===== config.mk =====
export PLATFORM = sky130hd
export DESIGN_NAME = spim_top
export DESIGN_NICKNAME = d
export VERILOG_FILES = /design/src/rtl/spim_pkg.sv /design/src/rtl/spim_regs.sv /design/src/rtl/spim_clkdiv.sv /design/src/rtl/spim_shifter.sv /design/src/rtl/spim_top.sv
export SDC_FILE = /design/constraint.sdc
export NUM_CORES = 1
export LEC_CHECK = 0
export BUFFER_PORTS_ARGS = -buffer_cell sky130_fd_sc_hd__buf_2
export CAP_MARGIN = 5
export CORE_MARGIN = 2
export CORE_UTILIZATION = 30
export DETAILED_ROUTE_END_ITERATION = 12
export PLACE_DENSITY_LB_ADDON = 0.05
export SLEW_MARGIN = 20
export SYNTH_ARGS = -nofsm -noshare
export SYNTH_HDL_FRONTEND = slang
export SYNTH_SLANG_ARGS = --single-unit

===== constraint.sdc =====
create_clock -name clk -period 2.88 [get_ports clk]
set_input_delay 0 -clock clk [delete_from_list [all_inputs] [get_ports clk]]
set_output_delay 0 -clock clk [all_outputs]
set_load 0.02 [all_outputs]

===== src/rtl/spim_pkg.sv =====
`timescale 1ns/1ps
package spim_pkg;
  localparam int CODE_W        = 5;
  localparam int MIN_HALF      = 2;
  localparam int CFG_CPOL_BIT  = 11;
  localparam int CFG_CPHA_BIT  = 12;
  localparam int CFG_WIDE_BIT  = 5;
  localparam int CTRL_CS_BIT   = 0;
  localparam int CTRL_BUSY_BIT = 1;
  localparam int OFS_CTRL      = 'h00;
  localparam int OFS_CFG       = 'h04;
  localparam int OFS_TX        = 'h08;
  localparam int OFS_RX        = 'h0C;
  localparam int OFS_CAUSE     = 'h10;

  typedef struct packed {
    logic              cpha;
    logic              cpol;
    logic              wide;
    logic [CODE_W-1:0] code;
  } spim_cfg_t;

  localparam spim_cfg_t CFG_RESET = '{cpha: 1'b0, cpol: 1'b0, wide: 1'b0, code: 5'h1F};
endpackage


===== src/rtl/spim_regs.sv =====
`timescale 1ns/1ps
module spim_regs import spim_pkg::*; #(
  parameter int DATA_W   = 32,
  parameter int ADDR_W   = 5,
  parameter int WORD_MAX = 16
) (
  input  logic                clk,
  input  logic                rst_n,
  input  logic                req_valid,
  input  logic                req_write,
  input  logic [ADDR_W-1:0]   req_addr,
  input  logic [DATA_W-1:0]   req_wdata,
  output logic                rsp_valid,
  output logic [DATA_W-1:0]   rsp_rdata,
  input  logic                busy,
  input  logic                done,
  input  logic [WORD_MAX-1:0] rx_word,
  output spim_cfg_t           cfg,
  output logic                cs_on,
  output logic                tx_start,
  output logic [WORD_MAX-1:0] tx_word,
  output logic                cause
);
  logic                wr_en;
  logic                rd_en;
  logic                cs_q;
  spim_cfg_t           cfg_q;
  logic [WORD_MAX-1:0] tx_q;
  logic [WORD_MAX-1:0] rx_q;
  logic                cause_q;
  logic                rsp_valid_q;
  logic [DATA_W-1:0]   rsp_rdata_q;
  logic [DATA_W-1:0]   rd_mux;
  logic                unused_hi;

  assign wr_en     = req_valid && req_write;
  assign rd_en     = req_valid && !req_write;
  assign tx_start  = wr_en && (req_addr == ADDR_W'(OFS_TX)) && !busy;
  assign tx_word   = req_wdata[WORD_MAX-1:0];
  assign unused_hi = ^req_wdata[DATA_W-1:WORD_MAX];

  always_comb begin
    rd_mux = '0;
    case (req_addr)
      ADDR_W'(OFS_CTRL): begin
        rd_mux[CTRL_CS_BIT]   = cs_q;
        rd_mux[CTRL_BUSY_BIT] = busy;
      end
      ADDR_W'(OFS_CFG): begin
        rd_mux[CFG_CPHA_BIT] = cfg_q.cpha;
        rd_mux[CFG_CPOL_BIT] = cfg_q.cpol;
        rd_mux[CFG_WIDE_BIT] = cfg_q.wide;
        rd_mux[CODE_W-1:0]   = cfg_q.code;
      end
      ADDR_W'(OFS_TX):    rd_mux[WORD_MAX-1:0] = tx_q;
      ADDR_W'(OFS_RX):    rd_mux[WORD_MAX-1:0] = rx_q;
      ADDR_W'(OFS_CAUSE): rd_mux[0] = cause_q;
      default: ;
    endcase
  end

  always_ff @(posedge clk or negedge rst_n) begin
    if (!rst_n) begin
      cs_q        <= 1'b0;
      cfg_q       <= CFG_RESET;
      tx_q        <= '0;
      rx_q        <= '0;
      cause_q     <= 1'b0;
      rsp_valid_q <= 1'b0;
      rsp_rdata_q <= '0;
    end else begin
      rsp_valid_q <= rd_en;
      if (rd_en) rsp_rdata_q <= rd_mux;
      if (wr_en && req_addr == ADDR_W'(OFS_CTRL)) cs_q <= req_wdata[CTRL_CS_BIT];
      if (wr_en && req_addr == ADDR_W'(OFS_CFG)) begin
        cfg_q <= '{cpha: req_wdata[CFG_CPHA_BIT], cpol: req_wdata[CFG_CPOL_BIT],
                   wide: req_wdata[CFG_WIDE_BIT], code: req_wdata[CODE_W-1:0]};
      end
      if (tx_start) tx_q <= req_wdata[WORD_MAX-1:0];
      if (done) rx_q <= rx_word;
      if (done) cause_q <= 1'b1;
      else if (wr_en && req_addr == ADDR_W'(OFS_CAUSE)) cause_q <= 1'b0;
    end
  end

  assign rsp_valid = rsp_valid_q;
  assign rsp_rdata = rsp_rdata_q;
  assign cfg       = cfg_q;
  assign cs_on     = cs_q;
  assign cause     = cause_q;
endmodule


===== src/rtl/spim_clkdiv.sv =====
`timescale 1ns/1ps
module spim_clkdiv import spim_pkg::*; #(
  parameter int CW = CODE_W
) (
  input  logic          clk,
  input  logic          rst_n,
  input  logic          start,
  input  logic          busy,
  input  logic [CW-1:0] code,
  output logic          tick,
  output logic [CW-2:0] half_q
);
  localparam int            HW       = CW - 1;
  localparam logic [CW-1:0] MIN_CODE = CW'((1 << HW) + MIN_HALF);

  logic [HW-1:0] half_dec;
  logic [HW-1:0] cnt_q;
  logic [HW-1:0] half_r;

  // codes below the smallest legal one fall back to the fastest ratio
  assign half_dec = (code < MIN_CODE) ? HW'(MIN_HALF) : code[HW-1:0];
  assign tick     = busy && (cnt_q == half_r - HW'(1));

  always_ff @(posedge clk or negedge rst_n) begin
    if (!rst_n) begin
      half_r <= '1;
      cnt_q  <= '0;
    end else if (start && !busy) begin
      half_r <= half_dec;
      cnt_q  <= '0;
    end else if (busy) begin
      cnt_q <= tick ? '0 : cnt_q + HW'(1);
    end else begin
      cnt_q <= '0;
    end
  end

  assign half_q = half_r;
endmodule


===== src/rtl/spim_shifter.sv =====
`timescale 1ns/1ps
module spim_shifter #(
  parameter int WORD_MAX = 16,
  parameter int NARROW   = 8
) (
  input  logic                clk,
  input  logic                rst_n,
  input  logic                start,
  input  logic                cfg_cpol,
  input  logic                cfg_cpha,
  input  logic                cfg_wide,
  input  logic [WORD_MAX-1:0] tx_word,
  input  logic                tick,
  input  logic                miso,
  output logic                busy,
  output logic                done,
  output logic [WORD_MAX-1:0] rx_word,
  output logic                sclk_run,
  output logic                mosi,
  output logic [2:0]          lat_mode
);
  localparam int                MSB       = WORD_MAX - 1;
  localparam int                EDGE_W    = $clog2(2 * WORD_MAX);
  localparam logic [EDGE_W-1:0] LAST_WIDE = EDGE_W'(2 * WORD_MAX - 1);
  localparam logic [EDGE_W-1:0] LAST_NARR = EDGE_W'(2 * NARROW - 1);

  logic                busy_q, done_q, phase_q, mosi_q;
  logic                cpol_q, cpha_q, wide_q;
  logic [EDGE_W-1:0]   edge_q;
  logic [WORD_MAX-1:0] tx_sr, rx_sr, load_w;
  logic                shift_edge, last_edge;

  // the word is left-aligned so the line always takes the top bit
  generate
    if (WORD_MAX > NARROW) begin : g_pad
      always_comb load_w = cfg_wide ? tx_word
                                    : {tx_word[NARROW-1:0], {(WORD_MAX-NARROW){1'b0}}};
      assign rx_word = wide_q ? rx_sr : {{(WORD_MAX-NARROW){1'b0}}, rx_sr[NARROW-1:0]};
    end else begin : g_flat
      always_comb load_w = tx_word;
      assign rx_word = rx_sr;
    end
  endgenerate

  // even edges lead; phase 1 moves data on them, phase 0 on the trailing ones
  assign shift_edge = cpha_q ? !edge_q[0] : edge_q[0];
  assign last_edge  = (edge_q == (wide_q ? LAST_WIDE : LAST_NARR));

  always_ff @(posedge clk or negedge rst_n) begin
    if (!rst_n) begin
      busy_q  <= 1'b0;
      done_q  <= 1'b0;
      phase_q <= 1'b0;
      mosi_q  <= 1'b0;
      cpol_q  <= 1'b0;
      cpha_q  <= 1'b0;
      wide_q  <= 1'b0;
      edge_q  <= '0;
      tx_sr   <= '0;
      rx_sr   <= '0;
    end else begin
      done_q <= 1'b0;
      if (start && !busy_q) begin
        busy_q  <= 1'b1;
        phase_q <= 1'b0;
        edge_q  <= '0;
        cpol_q  <= cfg_cpol;
        cpha_q  <= cfg_cpha;
        wide_q  <= cfg_wide;
        rx_sr   <= '0;
        if (!cfg_cpha) begin
          mosi_q <= load_w[MSB];
          tx_sr  <= {load_w[MSB-1:0], 1'b0};
        end else begin
          tx_sr  <= load_w;
        end
      end else if (busy_q && tick) begin
        phase_q <= !phase_q;
        edge_q  <= edge_q + EDGE_W'(1);
        if (shift_edge) begin
          mosi_q <= tx_sr[MSB];
          tx_sr  <= {tx_sr[MSB-1:0], 1'b0};
        end else begin
          rx_sr  <= {rx_sr[MSB-1:0], miso};
        end
        if (last_edge) begin
          busy_q <= 1'b0;
          done_q <= 1'b1;
        end
      end
    end
  end

  assign busy     = busy_q;
  assign done     = done_q;
  assign sclk_run = cpol_q ^ phase_q;
  assign mosi     = mosi_q;
  assign lat_mode = {cpol_q, cpha_q, wide_q};
endmodule


===== src/rtl/spim_top.sv =====
`timescale 1ns/1ps
module spim_top import spim_pkg::*; #(
  parameter int DATA_W   = 32,
  parameter int ADDR_W   = 5,
  parameter int WORD_MAX = 16,
  parameter int NARROW   = 8
) (
  input  logic              clk,
  input  logic              rst_n,
  input  logic              req_valid,
  output logic              req_ready,
  input  logic              req_write,
  input  logic [ADDR_W-1:0] req_addr,
  input  logic [DATA_W-1:0] req_wdata,
  output logic              rsp_valid,
  output logic [DATA_W-1:0] rsp_rdata,
  output logic              spi_sclk,
  output logic              spi_mosi,
  input  logic              spi_miso,
  output logic              spi_cs_n
);
  spim_cfg_t           cfg;
  logic                cs_on, tx_start, busy, done, tick, cause, sclk_run;
  logic [WORD_MAX-1:0] tx_word, rx_word;
  logic [CODE_W-2:0]   half_q;
  logic [2:0]          lat_mode;

  assign req_ready = 1'b1;

  spim_regs #(.DATA_W(DATA_W), .ADDR_W(ADDR_W), .WORD_MAX(WORD_MAX)) u_regs (
    .clk(clk), .rst_n(rst_n), .req_valid(req_valid), .req_write(req_write),
    .req_addr(req_addr), .req_wdata(req_wdata), .rsp_valid(rsp_valid),
    .rsp_rdata(rsp_rdata), .busy(busy), .done(done), .rx_word(rx_word),
    .cfg(cfg), .cs_on(cs_on), .tx_start(tx_start), .tx_word(tx_word), .cause(cause)
  );

  spim_clkdiv #(.CW(CODE_W)) u_div (
    .clk(clk), .rst_n(rst_n), .start(tx_start), .busy(busy), .code(cfg.code),
    .tick(tick), .half_q(half_q)
  );

  spim_shifter #(.WORD_MAX(WORD_MAX), .NARROW(NARROW)) u_shift (
    .clk(clk), .rst_n(rst_n), .start(tx_start), .cfg_cpol(cfg.cpol),
    .cfg_cpha(cfg.cpha), .cfg_wide(cfg.wide), .tx_word(tx_word), .tick(tick),
    .miso(spi_miso), .busy(busy), .done(done), .rx_word(rx_word),
    .sclk_run(sclk_run), .mosi(spi_mosi), .lat_mode(lat_mode)
  );

  assign spi_sclk = busy ? sclk_run : cfg.cpol;
  assign spi_cs_n = !cs_on;
endmodule


== Word level (Yosys, flattened, before mapping) ==
Cells that the tools add are included.
Storage, ports and cells
  input bits: 42
  logic and storage cells: 97
  output and inout port bits: 37
  register bits: 111
Cells by class
  eq/ne operators: 8
  $add $sub $neg: 3
  reductions and logical operators: 24
  muxes and demuxes: 38
  $lt $le $gt $ge: 1
  bitwise logic cells: 1
Operators with widths (number)
  $mux W16: 9
  $mux W1: 16
  $mux W4: 4
  $mux W5: 3
  $pmux W4 S3: 1
  $eq A5 B4 Y1 const B: 2
  $logic_and A1 B1 Y1: 10
  $pmux W5 S2: 1
  $reduce_bool A2 Y1: 4
  $pmux W2 S3: 1
  $pmux W3 S2: 1
  $reduce_and A2 Y1: 3
  $add A5 B1 Y5 const B: 1
  $eq A5 B3 Y1 const B: 1
  $eq A5 B5 Y1: 1
  $eq A5 B5 Y1 const B: 1
  $logic_not A1 Y1: 5
  $logic_not A5 Y1: 1
  $lt A5 B5 Y1 const B: 1
  $pmux W1 S5: 1
  $add A4 B1 Y4 const B: 1
  $eq A4 B4 Y1: 1
  $ne A2 B2 Y1 const B: 2
  $pmux W1 S4: 1
  3 further kinds: 3

== Logic depth before layout (Yosys ltp) ==
Gate-level depths: netlist of the first run.
  depth in word-level cells: 6
  mapped depth: 9
  mapped depth without buffers: 7

== Modules after synthesis ==
From an unflattened synthesis of the first run, not the netlist that was laid out.
Second synthesis, totals
  cell total of the unflattened synthesis: 507
  area, all modules: 5515.3 sq um
Modules (own cells, without submodules)
  spim_regs: cells each 216, area each 2785.2 sq um, seq. area each 1482.7 sq um, instances 1
  spim_shifter: cells each 244, area each 2249.7 sq um, seq. area each 1101.1 sq um, instances 1
  spim_clkdiv: cells each 43, area each 450.4 sq um, seq. area each 205.2 sq um, instances 1
  spim_top: cells each 4, area each 30.0 sq um, seq. area each 0.0 sq um, instances 1

== Worst setup path after synthesis of the first run ==
OpenSTA, ideal clock, no wires.
  path kind: register -> register
  from: reg u_div.half_r[0] (netlist: u_div.half_q[0])
  to: reg u_shift.tx_sr[6]
  clock period less this slack: 2.386 ns
  path slack: 0.494 ns
  setup time: 0.123 ns
  data arrival time: 2.264 ns
  data required time: 2.757 ns
  cell stages (with the launch flop): 10
  path buffers: 2
  cells stage by stage: dfstp_2 > inv_1 > ha_1 > xor3_1 > nor3_1 > and4b_1 > buf_2 > buf_2 > mux2i_1 > a21oi_1
On the way
  longest elaborated chain between the ends: 6
RTL lines
  from (decl): line spim_clkdiv.sv:18  | logic [HW-1:0] half_r;
  from (signal assigned): line spim_clkdiv.sv:29  | half_r <= half_dec;
  $sub A4 B1 Y4: line spim_clkdiv.sv:22  | assign tick = busy && (cnt_q == half_r - HW'(1));
  $eq A4 B4 Y1: line spim_clkdiv.sv:22
  $logic_and A1 B1 Y1: line spim_clkdiv.sv:22
  $logic_and A1 B1 Y1: line spim_shifter.sv:77  | end else if (busy_q && tick) begin
  $reduce_bool A2 Y1 (no source line)
  $reduce_and A2 Y1 (no source line)
  to (signal assigned): line spim_shifter.sv:73  | tx_sr <= {load_w[MSB-1:0], 1'b0};
  to (signal assigned): line spim_shifter.sv:75  | tx_sr <= load_w;
  to (signal assigned): line spim_shifter.sv:82  | tx_sr <= {tx_sr[MSB-1:0], 1'b0};
  to (decl): line spim_shifter.sv:30  | logic [WORD_MAX-1:0] tx_sr, rx_sr, load_w;
Every way passes these cells.
A chain may end at the register's enable or synchronous reset.

== Final worst setup path of the first run ==
  from: reg u_div.half_r[0] (netlist: u_div.half_q[0])
  to: reg u_shift.edge_q[3]
On the way
  longest elaborated chain between the ends: 5
RTL lines
  $sub A4 B1 Y4: line spim_clkdiv.sv:22
  $eq A4 B4 Y1: line spim_clkdiv.sv:22
  $logic_and A1 B1 Y1: line spim_clkdiv.sv:22
  $logic_and A1 B1 Y1: line spim_shifter.sv:77
  $reduce_bool A2 Y1 (no source line)
  to (signal assigned): line spim_shifter.sv:79  | edge_q <= edge_q + EDGE_W'(1);
  to (decl): line spim_shifter.sv:29  | logic [EDGE_W-1:0] edge_q;
Every way passes these cells.

==> impl_results.md, run 1 <==
- Run status: completed
- H-tree depth: 3
- Yosys synthesis warning count: 0
- Fillers: 1,775
- GR Overflow Total: 0
- Die ar.: 0.0189 sq mm
- Clk pin slew, worst setup/hold paths: 0.07 ns
- Die Ht: 138 um
- Number of buffers created by CTS: 9
- Most frequent cells after synthesis: dfrtp_1 (102), nand2_1 (92), o21ai_0 (54)
- MaxCap Viol Count: 0
- Register area share after synthesis: 52.1%
- CTS tree: done
- #FFs+latches synth: 111
- Final ANT Viol Nets: 0
- Combinational family with the most area after synthesis: multiplexers
- # DRC: 0
- Layout cells sized above 1: 22.7%
- Fmax: 406 MHz
- Vias/cell: 4.72
- Mux contribution to synthesized area: 14.4%
- Worst skew pair latency: 0.35 ns
- Final wirelength: 13,400 um
- Clock tree buffer depth: 2
- Global-route wire length before repair: 21,300 um
- Avg WL per Cell: 17.0 um
- Core ar.: 0.0174 sq mm
- # setup viols final: 0
- CTS root buf: clkbuf_16
- Placed insts: 753
- CP Max Fanout: 6
- Post-DP HPWL: 9170 um
- Crit-path slowest cell: dfstp_2
- Gpl congestion: 0.717
- Max Slew Vio Count: 0
- IO Pins: 79
- Pwr Density: 727 mW/mm^2
- Final #Nets: 603
- CP arrival: 2.71 ns
- Worst Setup Path Type: flip-flop to flip-flop
- Row cnt: 48
- Setup crit end kind: flip-flop
- Number of global-route vias before repair: 3,688
- 1st-pass router iterations: 5
- Setup_tns: 0 ns
- Die width: 138 um
- Worst-path cell chain: inv_1 -> ha_1 -> xor3_1 -> nor3_1 -> nand2_1 -> or3_1 -> mux2i_1
- Peak VDD IR: 0.283 mV
- Ys async rst share: 100%
- Initial antenna violation count: 0
- Slew headroom: 49.8%
- RSZ-0062 raised after global routing: false
- Actual slew at the worst max-slew pin: 0.753 ns
- Final Critical Period: 2.46 ns
- Most frequent cell after synthesis: dfrtp_1
- Mapped cell area: 0.00535 sq mm
- Synth Area in XOR/XNOR: 2.41%
- LEAKAGE: 2.85 nW
- CP required: 3.12 ns
- Netlist cell types: 45
- Post-route cell area: 0.00623 sq mm
- Worst Skew: 0.00820 ns
- Startpoint types: flip-flop
- Clock Sinks: 111
- Post-synth EDFFs: 0
- Post-Layout Cell Count: 788
- Ranking of synthesized cells by area: dfrtp_1 (48%), nand2_1 (6.5%), mux2_2 (6.3%)
- Syn Area/Cell: 10.5 sq um
- Total GRT Usage: 15.1%
- Number of antenna diodes: 0
- Synth top area share: 47.7%
- Syn Inst Count: 509
- Largest net degree at the start of global routing: 83
- Dominant synthesized flop cell: dfrtp_1
- Critical path's largest stage delay: 0.57 ns
- Initial Util: 30.8%
- Area grow syn2layout: 16.5%
- Via count: 3,717
- Port Buf Inserts: 45
- Worst hold path class: input pin to flip-flop
- Post-Synth Simple-Gate Area: 11.4%
- Hold Fails Final Rpt: 0
- Post-synthesis compound-gate area fraction: 12.2%
- Yosys top cell by area: dfrtp_1
- Initial drt markers: 172
- Placed cell areas: 0.00573 sq mm
- Synth Area in Adders: 0.702%
- Period utilization: 85.6%
-- path summary, 6_finish.rpt --
kind / end / startpoint / depth (start not counted) / slack [ns]
max in group asynchronous: u_shift.tx_sr[14]$_DFFE_PN0P_ / rst_n / 3 / 1.85
min in group asynchronous: u_regs.rsp_valid$_DFF_PN0_ / rst_n / 2 / 0.22
setup reg to reg: u_shift.edge_q[3]$_DFFE_PN0N_ / u_div.half_q[0]$_DFFE_PN1N_ / 7 / 0.42
setup / recovery: u_shift.edge_q[3]$_DFFE_PN0N_ / u_div.half_q[0]$_DFFE_PN1N_ / 7 / 0.42
hold reg to reg: u_regs.rsp_rdata[8]$_DFFE_PN0P_ / u_regs.rsp_rdata[8]$_DFFE_PN0P_ / 2 / 0.48
hold / removal: u_regs.cs_on$_DFFE_PN0P_ / req_write / 5 / 0.08
-- metrics by stage --
step	total power [mW]	utilization, %	hold slack (ns)	worst slack [ns]
floorplan	2.91	-	-0.296	0.494
finish	4.53	35.9	0.0824	0.415
global placement	3.22	33.0	0.116	0.441
detailed placement	3.23	33.0	0.128	0.410
CTS	4.61	35.9	0.0546	0.378
global route	4.83	35.9	0.113	0.203
-- kinds of logic after synthesis --
| group | Yosys count |
|---|---|
| simple gates | 138 |
| mux | 65 |
| compound gates | 111 |
| other cells | 2 |
| xor+xnor | 13 |
| flops | 111 |
| buf+inv | 66 |
| fa+ha+maj | 3 |
-- power breakdown --
part           switching [mW]  total [mW]  internal, mW
registers               0.293        2.22          1.93
logic                   0.507       0.984         0.477
clock network           0.596        1.32         0.728
total                    1.40        4.53          3.13
-- repair_timing --
item | in CTS | in global routing
hold buffers | 19 | 0
endpoints found under the hold margin | 69 | 0
resized for setup | 0 | 0
buffers inserted | 0 | 0
-- cell usage in the layout, fill, tap and decap left out, drive strengths merged, types with 2 or more instances in the layout --
| master | n |
|---|---|
| clkbuf | 12 |
| a22o | 2 |
| dfrtp | 102 |
| nor3 | 5 |
| buf | 56 |
| a21oi | 22 |
| clkinv | 2 |
| o221ai | 7 |
| nor2 | 11 |
| nand3 | 11 |
| xor2 | 2 |
| and2 | 2 |
| dlygate4sd3 | 19 |
| o22ai | 2 |
| a21o | 2 |
| o211ai | 3 |
| o31ai | 2 |
| and3 | 3 |
| inv | 15 |
| mux2i | 19 |
| xnor2 | 10 |
| a31oi | 2 |
| conb | 17 |
| o21ai | 54 |
| nand2 | 92 |
| or4 | 2 |
| mux2 | 46 |
| dfstp | 9 |
| a22oi | 14 |
| ha | 3 |
| and4b | 2 |
-- worst max-delay path: cells and delay by family (launching register included) --
kind / cells / cell delay (ns)
XOR/XNOR: 1 / 0.35
adder cells (fa/ha/maj): 1 / 0.20
AND/OR/NAND/NOR: 3 / 1.07
flip-flops: 1 / 0.57
buffers and inverters: 1 / 0.05
multiplexers: 1 / 0.13
-- cell type report --
cell class / instances / area [sq um] / area share, %
sequential: 111 / 2790 / 44.7
inverter: 14 / 52.6 / 0.843
clock inverter: 4 / 52.6 / 0.843
clock buffer: 12 / 256 / 4.11
timing repair buffer: 75 / 538 / 8.63
tap: 225 / 282 / 4.52
multi-input combinational: 347 / 2260 / 36.3
-- layer usage --
| layer | vias to the layer above | global-route usage [%] | share of wire (%) | wire [um] |
|---|---|---|---|---|
| li1 | 1831 | - | - | - |
| met2 | 56 | 23.0 | 45 | 6010 |
| met4 | 0 | 4.24 | 1.0 | 137 |
| met5 | - | 0 | 0 | 0 |
| met1 | 1821 | 21.5 | 50 | 6730 |
| met3 | 9 | 3.13 | 3.7 | 492 |
-- sequential cells by signal, indices dropped and copies added, names as in the netlist --
register and cells:
u_regs.cs_on 1, u_shift.wide_q 1, u_shift.done 1, u_regs.cause 1, u_shift.edge_q 5, u_shift.rx_sr 16, u_regs.rx_q 16, u_regs.rsp_rdata 16
u_regs.cfg 8, u_shift.tx_sr 16, u_shift.cpha_q 1, u_regs.rsp_valid 1, u_shift.mosi 1, u_regs.tx_q 16, u_div.half_q 4, u_shift.cpol_q 1
u_div.cnt_q 4, u_shift.phase_q 1, u_shift.busy 1
(Power assumes the default switching activity.)
==> inputs of run 2 (changes only) <==
Settings changed: ABC_AREA set to 1, GPL_TIMING_DRIVEN set to 0.
==> run 2 against run 1 <==
Compared with the run above:
- synthesized cell count grew 31%
- final area grew 1.2%
- clock power shrank 7%
- wire length grew 10%
- synthesized area shrank 0.56%
- via count grew 20%
- register-to-register slack gained 0.08 ns
- sequential power shrank 12%
- sequential share of layout area shrank 0.52 points
- first-iteration DRC count grew 50%
- largest cell class unchanged
- highest routed layer unchanged
==> impl_results.md, run 2 <==
- Slew headroom: 49.5% (-0.28 points)
- Most frequent cells in the layout: nand2_1 (221), dfrtp_1 (102), o21ai_0 (99), inv_1 (63), buf_2 (51)
- Final wirelength: 14,800 um (+10%)
- Area grow syn2layout: 18.6%
- CP required: 3.13 ns (about the same)
- CP arrival: 2.64 ns (-0.07 ns)
- Port Buf Inserts: 45 (unchanged)
- Place WS: 0.465 ns (+0.0546 ns)
- Startpoint types: flip-flop
- Worst R2R End: u_shift.rx_sr[13]$_DFFE_PN0P_
- Die ar.: 0.0188 sq mm (-0.54%)
- Worst hold path class: input pin to flip-flop
- Final WS setup: 0.496 ns (+0.0810 ns)
- Final Hold Slack: 0.00634 ns (-0.0761 ns)
- MaxCap Viol Count: 0 (unchanged)
- Dominant synthesized flop cell: dfrtp_1
- Layout cells sized above 1: 14.5% (-8.3 points)
- Pwr Density: 639 mW/mm^2 (-12%)
- Sw frac: 31.9% (+1.1 points)
- Gpl congestion: 0.821 (+14%)
- Syn Area/Cell: 7.99 sq um (-24%)
- Worst Skew: 0.00897 ns (+0.000774 ns)
- Synth top area share: 48.0% (+0.27 points)
- Final ANT Viol Nets: 0 (unchanged)
- IO Pins: 79 (unchanged)
- Met3 Use GR: 2.15% (-0.98 points)
- Initial drt markers: 258 (+50%)
- Yosys top cell by area: dfrtp_1
- Die width: 137 um (-0.27%)
- Flop pwr share: 48.4% (-0.7 points)
- # DRC: 0 (unchanged)
- LEAKAGE: 3.15 nW (+11%)
- Int Power: 2.74 mW (-13%)
- Die Ht: 137 um (-0.27%)
- R2r worst-path depth: 13 (+6)
- Critical path startpoint: u_div.half_q[0]$_DFFE_PN1N_
- Largest net degree at the start of global routing: 73 (-12%)
- Critical path's largest stage delay: 0.54 ns (-0.03 ns)
- Post-synth EDFFs: 0 (unchanged)
- Clock tree buffer depth: 2 (unchanged)
- Via count: 4,454 (+20%)
- Clock Sinks: 111 (unchanged)
- Peak VDD IR: 0.308 mV (+9.0%)
- GR Overflow Total: 0 (unchanged)
- Ranking of synthesized cells by area: dfrtp_1 (48%), nand2_1 (16%), o21ai_0 (9.3%)
- Setup_tns: 0 ns (unchanged)
- Global Route met1 Usage: 23.7% (+2.1 points)
- Ys async rst share: 100% (unchanged)
- Hold Fails Final Rpt: 0 (unchanged)
- Initial Util: 30.8% (-0.067 points)
- Clk pwr share: 30.6% (+1.4 points)
- Post-cts sizing count: 0 (unchanged)
- Setup bufs post-CTS: 0 (unchanged)
- CTS root buf: clkbuf_16
- Worst skew pair latency: 0.36 ns (about the same)
- Row cnt: 48 (unchanged)
- H-tree depth: 3 (unchanged)
- Setup crit end kind: flip-flop
- Number of buffers created by CTS: 9 (unchanged)
- Actual slew at the worst max-slew pin: 0.755 ns (+0.00148 ns)
- Yosys synthesis warning count: 0 (unchanged)
- Run status: completed
- Syn Inst Count: 666 (+31%)
- Fmax: 419 MHz (+3.4%)
- Crit path to: u_shift.rx_sr[13]$_DFFE_PN0P_
- Period utilization: 82.8% (-2.8 points)
- RSZ-0062 raised after global routing: false
- Core ar.: 0.0173 sq mm (-0.35%)
- Most frequent cells after synthesis: nand2_1 (221), dfrtp_1 (102), o21ai_0 (99)
- Worst reg2reg path startpoint: u_div.half_q[0]$_DFFE_PN1N_
- P_sw: 1.29 mW (-7.8%)
- Grt met2 use: 25.8% (+2.8 points)
- Number of antenna diodes: 0 (unchanged)
- Avg WL per Cell: 15.1 um (-11%)
- Initial antenna violation count: 0 (unchanged)
- Global-route wire length before repair: 23,500 um (+10%)
- Final #Nets: 794 (+32%)
- Crit-path slowest cell: dfstp_2
- # setup viols final: 0 (unchanged)
- Post-DP HPWL: 11,000 um (+20%)
- Most common cell after layout, fill and taps aside: nand2_1
- Reg2Reg Setup Slack: 0.50 ns (+0.08 ns)
- Most frequent cell after synthesis: nand2_1
- 1st-pass router iterations: 5 (unchanged)
- Max Slew Vio Count: 0 (unchanged)
- CTS tree: done
- Clk pin slew, worst setup/hold paths: 0.08 ns (about the same)
- Number of global-route vias before repair: 4,358 (+18%)
- Total GRT Usage: 16.5% (+1.5 points)
- Final Critical Period: 2.38 ns (-0.0810 ns)
- Worst-path cell chain: inv_1 -> ha_1 -> nand2_1 -> inv_1 -> nor2_1 -> nand2_1 -> nor2_2 -> nand3_2 -> nor2_4 -> nor2_4 -> buf_6 -> nand2_1 -> nand2_1
- Register area share after synthesis: 52.4% (+0.29 points)
- Netlist cell types: 34 (-24%)
- Layer with the highest usage: met2
- Gate power share: 21.0% (-0.7 points)
- Most used cell, CP: nand2_1
- CP Max Fanout: 10 (+4)
- #FFs+latches synth: 111 (unchanged)
- Mapped cell area: 0.00532 sq mm (-0.56%)
- Vias/cell: 4.55 (-3.5%)
- Worst Setup Path Type: flip-flop to flip-flop
run 2: worst min-delay path by stage:
stage,slack [ns],to,cells after the start,from
floorplan,-0.30,u_div.cnt_q[0]$_DFF_PN0_,0,rst_n
global placement,0.21,u_shift.rx_sr[0]$_DFFE_PN0P_,3,spi_miso
detailed placement,-0.06,u_shift.tx_sr[10]$_DFFE_PN0P_,1,rst_n
CTS,0.004,u_regs.tx_q[5]$_DFFE_PN0P_,3,req_wdata[5]
global route,0.05,u_regs.tx_q[13]$_DFFE_PN0P_,3,req_wdata[13]
finish,0.006,u_regs.tx_q[13]$_DFFE_PN0P_,3,req_wdata[13]
run 2: logic make-up (layout without fill, tap and decap cells):
kind of cell / after synthesis / count (layout) / share of synthesized area [%]
buffers and inverters: 111 / 183 / 9.43
AOI/OAI and AO/OA: 123 / 123 / 11.9
adders and majority gates: 3 / 3 / 0.706
and+or+nand+nor: 309 / 309 / 24.2
xor gates and xnor gates: 7 / 7 / 1.15
DFF: 111 / 111 / 52.4
other: 2 / 17 / 0.141
run 2: what timing repair did:
item                       4_1_cts  5_1_grt
setup endpoints to repair        0        0
hold endpoints to repair       113        0
hold buffers                    11        0
run 2: per-layer routing:
metal / vias up / share of wire (%) / wire, um
li1: 2244 / - / -
met1: 2119 / 50 / 7380
met2: 79 / 46 / 6720
met3: 12 / 3.2 / 470
met4: 0 / 1.3 / 187
met5: - / 0 / 0
run 2: layout make-up:
type                       instances  area, sq um
buffer                            46          258
clock buffer                      10          239
clock inverter                     5         42.5
fill                            1864        11000
inverter                          65          244
multi-input combinational        459         2080
sequential                       111         2790
tap                              225          282
timing repair buffer              57          369
run 2: worst max-delay path, delay by kind of cell, from the launching register on:
family / cells / cell delay [ns]
fa+ha+maj: 1 / 0.31
simple gates: 9 / 1.14
flops: 1 / 0.54
buf+inv: 3 / 0.27
run 2: power by group through the flow:
stage	logic, mW	registers [mW]	clock network [mW]
6_report	0.847	1.95	1.23
5_1_grt	0.987	1.98	1.33
4_1_cts	0.866	1.95	1.27
3_5_place_dp	0.849	1.98	0
3_3_place_gp	0.829	1.97	0
2_1_floorplan	0.595	1.97	0
run 2: metrics by stage:
stage                     power, mW  util (%)  instance area, sq um  cells
after floorplan                2.56         -                  5380    681
after global placement         2.80      34.0                  5880    951
after detailed placement       2.83      34.2                  5920    952
after CTS                      4.09      36.5                  6310    978
after global routing           4.30      36.5                  6310    978
final                          4.03      36.5                  6310    978
==> inputs of run 3 (changes only) <==
Clock period 2.88 ns to 2.3 ns, I/O delays scaled along.
==> run 3 against run 2 <==
Compared with the run above:
- sequential power rose by 25%
- first-iteration DRC count rose by 1.9%
- hold slack is essentially flat
- sequential cell count did not move
- wire length rose by 0.16%
- global-route usage about the same
- die area stayed put
- clock skew about the same
- cell count grew 0.41%
- non-clock buffer count rose by 4
- highest routed layer unchanged
==> impl_results.md, run 3 (synthesis results as in run 2) <==
- Run status: completed
- Worst skew pair latency: 0.36 ns (about the same)
- Initial antenna violation count: 0 (unchanged)
- Setup_tns: 0 ns (unchanged)
- Layout cells sized above 1: 15.2% (+0.72 points)
- Avg WL per Cell: 15.1 um (-0.25%)
- Period utilization: 92.0% (+9.2 points)
- Final #Nets: 798 (+0.50%)
- Setup crit end kind: flip-flop
- R2r worst-path depth: 13 (unchanged)
- Worst R2R End: u_shift.rx_sr[13]$_DFFE_PN0P_
- Slew headroom: 49.5% (about the same)
- Core ar.: 0.0173 sq mm (unchanged)
- 1st-pass router iterations: 5 (unchanged)
- Startpoint types: flip-flop
- LEAKAGE: 3.17 nW (+0.74%)
- CP Max Fanout: 10 (unchanged)
- Die Ht: 137 um (unchanged)
- Final Critical Period: 2.12 ns (-0.268 ns)
- Most frequent cells in the layout: nand2_1 (220), dfrtp_1 (102), o21ai_0 (99), inv_1 (63), buf_2 (49)
- Most common cell after layout, fill and taps aside: nand2_1
- HP Start: req_wdata[13]
- Clock Sinks: 111 (unchanged)
- Die width: 137 um (unchanged)
- Worst reg2reg path startpoint: u_div.half_q[0]$_DFFE_PN1N_
- Reg2Reg Setup Slack: 0.18 ns (-0.31 ns)
- CP required: 2.55 ns (-0.58 ns)
- Worst hold path class: input pin to flip-flop
- Die ar.: 0.0188 sq mm (unchanged)
- Hold Fails Final Rpt: 0 (unchanged)
- Final wirelength: 14,800 um (+0.16%)
- Number of global-route vias before repair: 4,366 (+0.18%)
- Gpl congestion: 0.821 (unchanged)
- Largest net degree at the start of global routing: 73 (unchanged)
- Row cnt: 48 (unchanged)
- Pwr Density: 798 mW/mm^2 (+25%)
- CTS root buf: clkbuf_16
- Actual slew at the worst max-slew pin: 0.754 ns (-0.000406 ns)
- RSZ-0062 raised after global routing: false
- # setup viols final: 0 (unchanged)
- Global-route wire length before repair: 23,500 um (about the same)
- Number of buffers created by CTS: 9 (unchanged)
- Worst Setup Path Type: flip-flop to flip-flop
- IO Pins: 79 (unchanged)
- Hold Crit Endpoint: u_regs.tx_q[13]$_DFFE_PN0P_
- Worst Skew: 0.00866 ns (-0.000311 ns)
- GR Overflow Total: 0 (unchanged)
- Post-DP HPWL: 11,000 um (unchanged)
- Initial drt markers: 263 (+1.9%)
- Area grow syn2layout: 19.6%
- Via count: 4,477 (+0.52%)
- Final Power: 5.08 mW (+26%)
- Number of antenna diodes: 0 (unchanged)
- Clock tree buffer depth: 2 (unchanged)
- MaxCap Viol Count: 0 (unchanged)
- H-tree depth: 3 (unchanged)
- Hold Path Cell Cnt: 3 (unchanged)
- Vias/cell: 4.56 (+0.11%)
- Total GRT Usage: 16.6% (about the same)
- # DRC: 0 (unchanged)
- Clk pin slew, worst setup/hold paths: 0.08 ns (about the same)
- Final Hold Slack: 0.00612 ns (-0.000228 ns)
- Max Slew Vio Count: 0 (unchanged)
- Fmax: 473 MHz (+13%)
- Peak VDD IR: 0.385 mV (+25%)
- Final ANT Viol Nets: 0 (unchanged)
- Port Buf Inserts: 45 (unchanged)
- Initial Util: 30.8% (unchanged)
- Post-Route Utilization: 36.8% (+0.31 points)
- CTS tree: done
- CP arrival: 2.37 ns (-0.27 ns)
[run 3: layer usage]
| layer | global-route usage (%) | vias up | share of wire, % |
|---|---|---|---|
| met3 | 2.15 | 10 | 3.4 |
| met4 | 5.50 | 0 | 1.1 |
| met5 | 0 | - | 0 |
| met1 | 23.7 | 2119 | 50 |
| li1 | - | 2260 | - |
| met2 | 25.9 | 88 | 46 |
[run 3: how the worst max path moves through the flow]
stage,end,depth (start not counted),slack (ns),start
after floorplan,u_shift.rx_sr[10]$_DFFE_PN0P_,13,0.30,u_div.half_q[0]$_DFFE_PN1N_
after global placement,u_regs.rsp_valid$_DFF_PN0_,1,-0.24,rst_n
after detailed placement,u_shift.rx_sr[13]$_DFFE_PN0P_,13,-0.12,u_div.half_q[0]$_DFFE_PN1N_
after CTS,u_shift.rx_sr[13]$_DFFE_PN0P_,13,0.05,u_div.half_q[0]$_DFFE_PN1N_
after global routing,u_shift.tx_sr[11]$_DFFE_PN0P_,12,0.006,u_div.half_q[0]$_DFFE_PN1N_
final,u_shift.rx_sr[13]$_DFFE_PN0P_,13,0.18,u_div.half_q[0]$_DFFE_PN1N_
[run 3: what timing repair did]
action                                 4_1_cts  5_1_grt
hold buffers                                11        0
endpoints found under the hold margin      113        0
setup buffers                                1        3
setup endpoints to repair                   18       26
pin swaps                                    1        3
resized for setup                            3        7
[run 3: cell type report]
cell class                      count  area (sq um)
Multi-Input combinational cell    459          2100
Clock inverter                      5          42.5
Timing Repair Buffer               61           399
Buffer                             46           267
Inverter                           65           244
Clock buffer                       10           239
Tap cell                          225           282
Fill cell                        1860         10900
Sequential cell                   111          2790
[run 3: report_power, final]
group	switching [mW]	internal (mW)
sequential	0.178	2.26
clock	0.766	0.774
combinational	0.680	0.416
total	1.62	3.45
[run 3: stage by stage]
stage	area, sq um	worst slack (ns)	instances
final	6360	0.185	982
after global routing	6360	0.00601	982
after CTS	6330	0.0508	979
after detailed placement	5920	-0.115	952
after global placement	5880	-0.238	951
after floorplan	5380	0.301	681
[run 3: worst max-delay path, cell delays in order, from the launching register on]
cell     delay, ns
dfstp_2       0.54
inv_1         0.06
ha_1          0.31
nand2_1       0.06
inv_1         0.04
nor2_1        0.07
nand2_1       0.09
nor2_4        0.14
nand3_4       0.11
nor2_4        0.21
nor2_4        0.09
buf_6         0.17
nand2_1       0.06
nand2_1       0.05
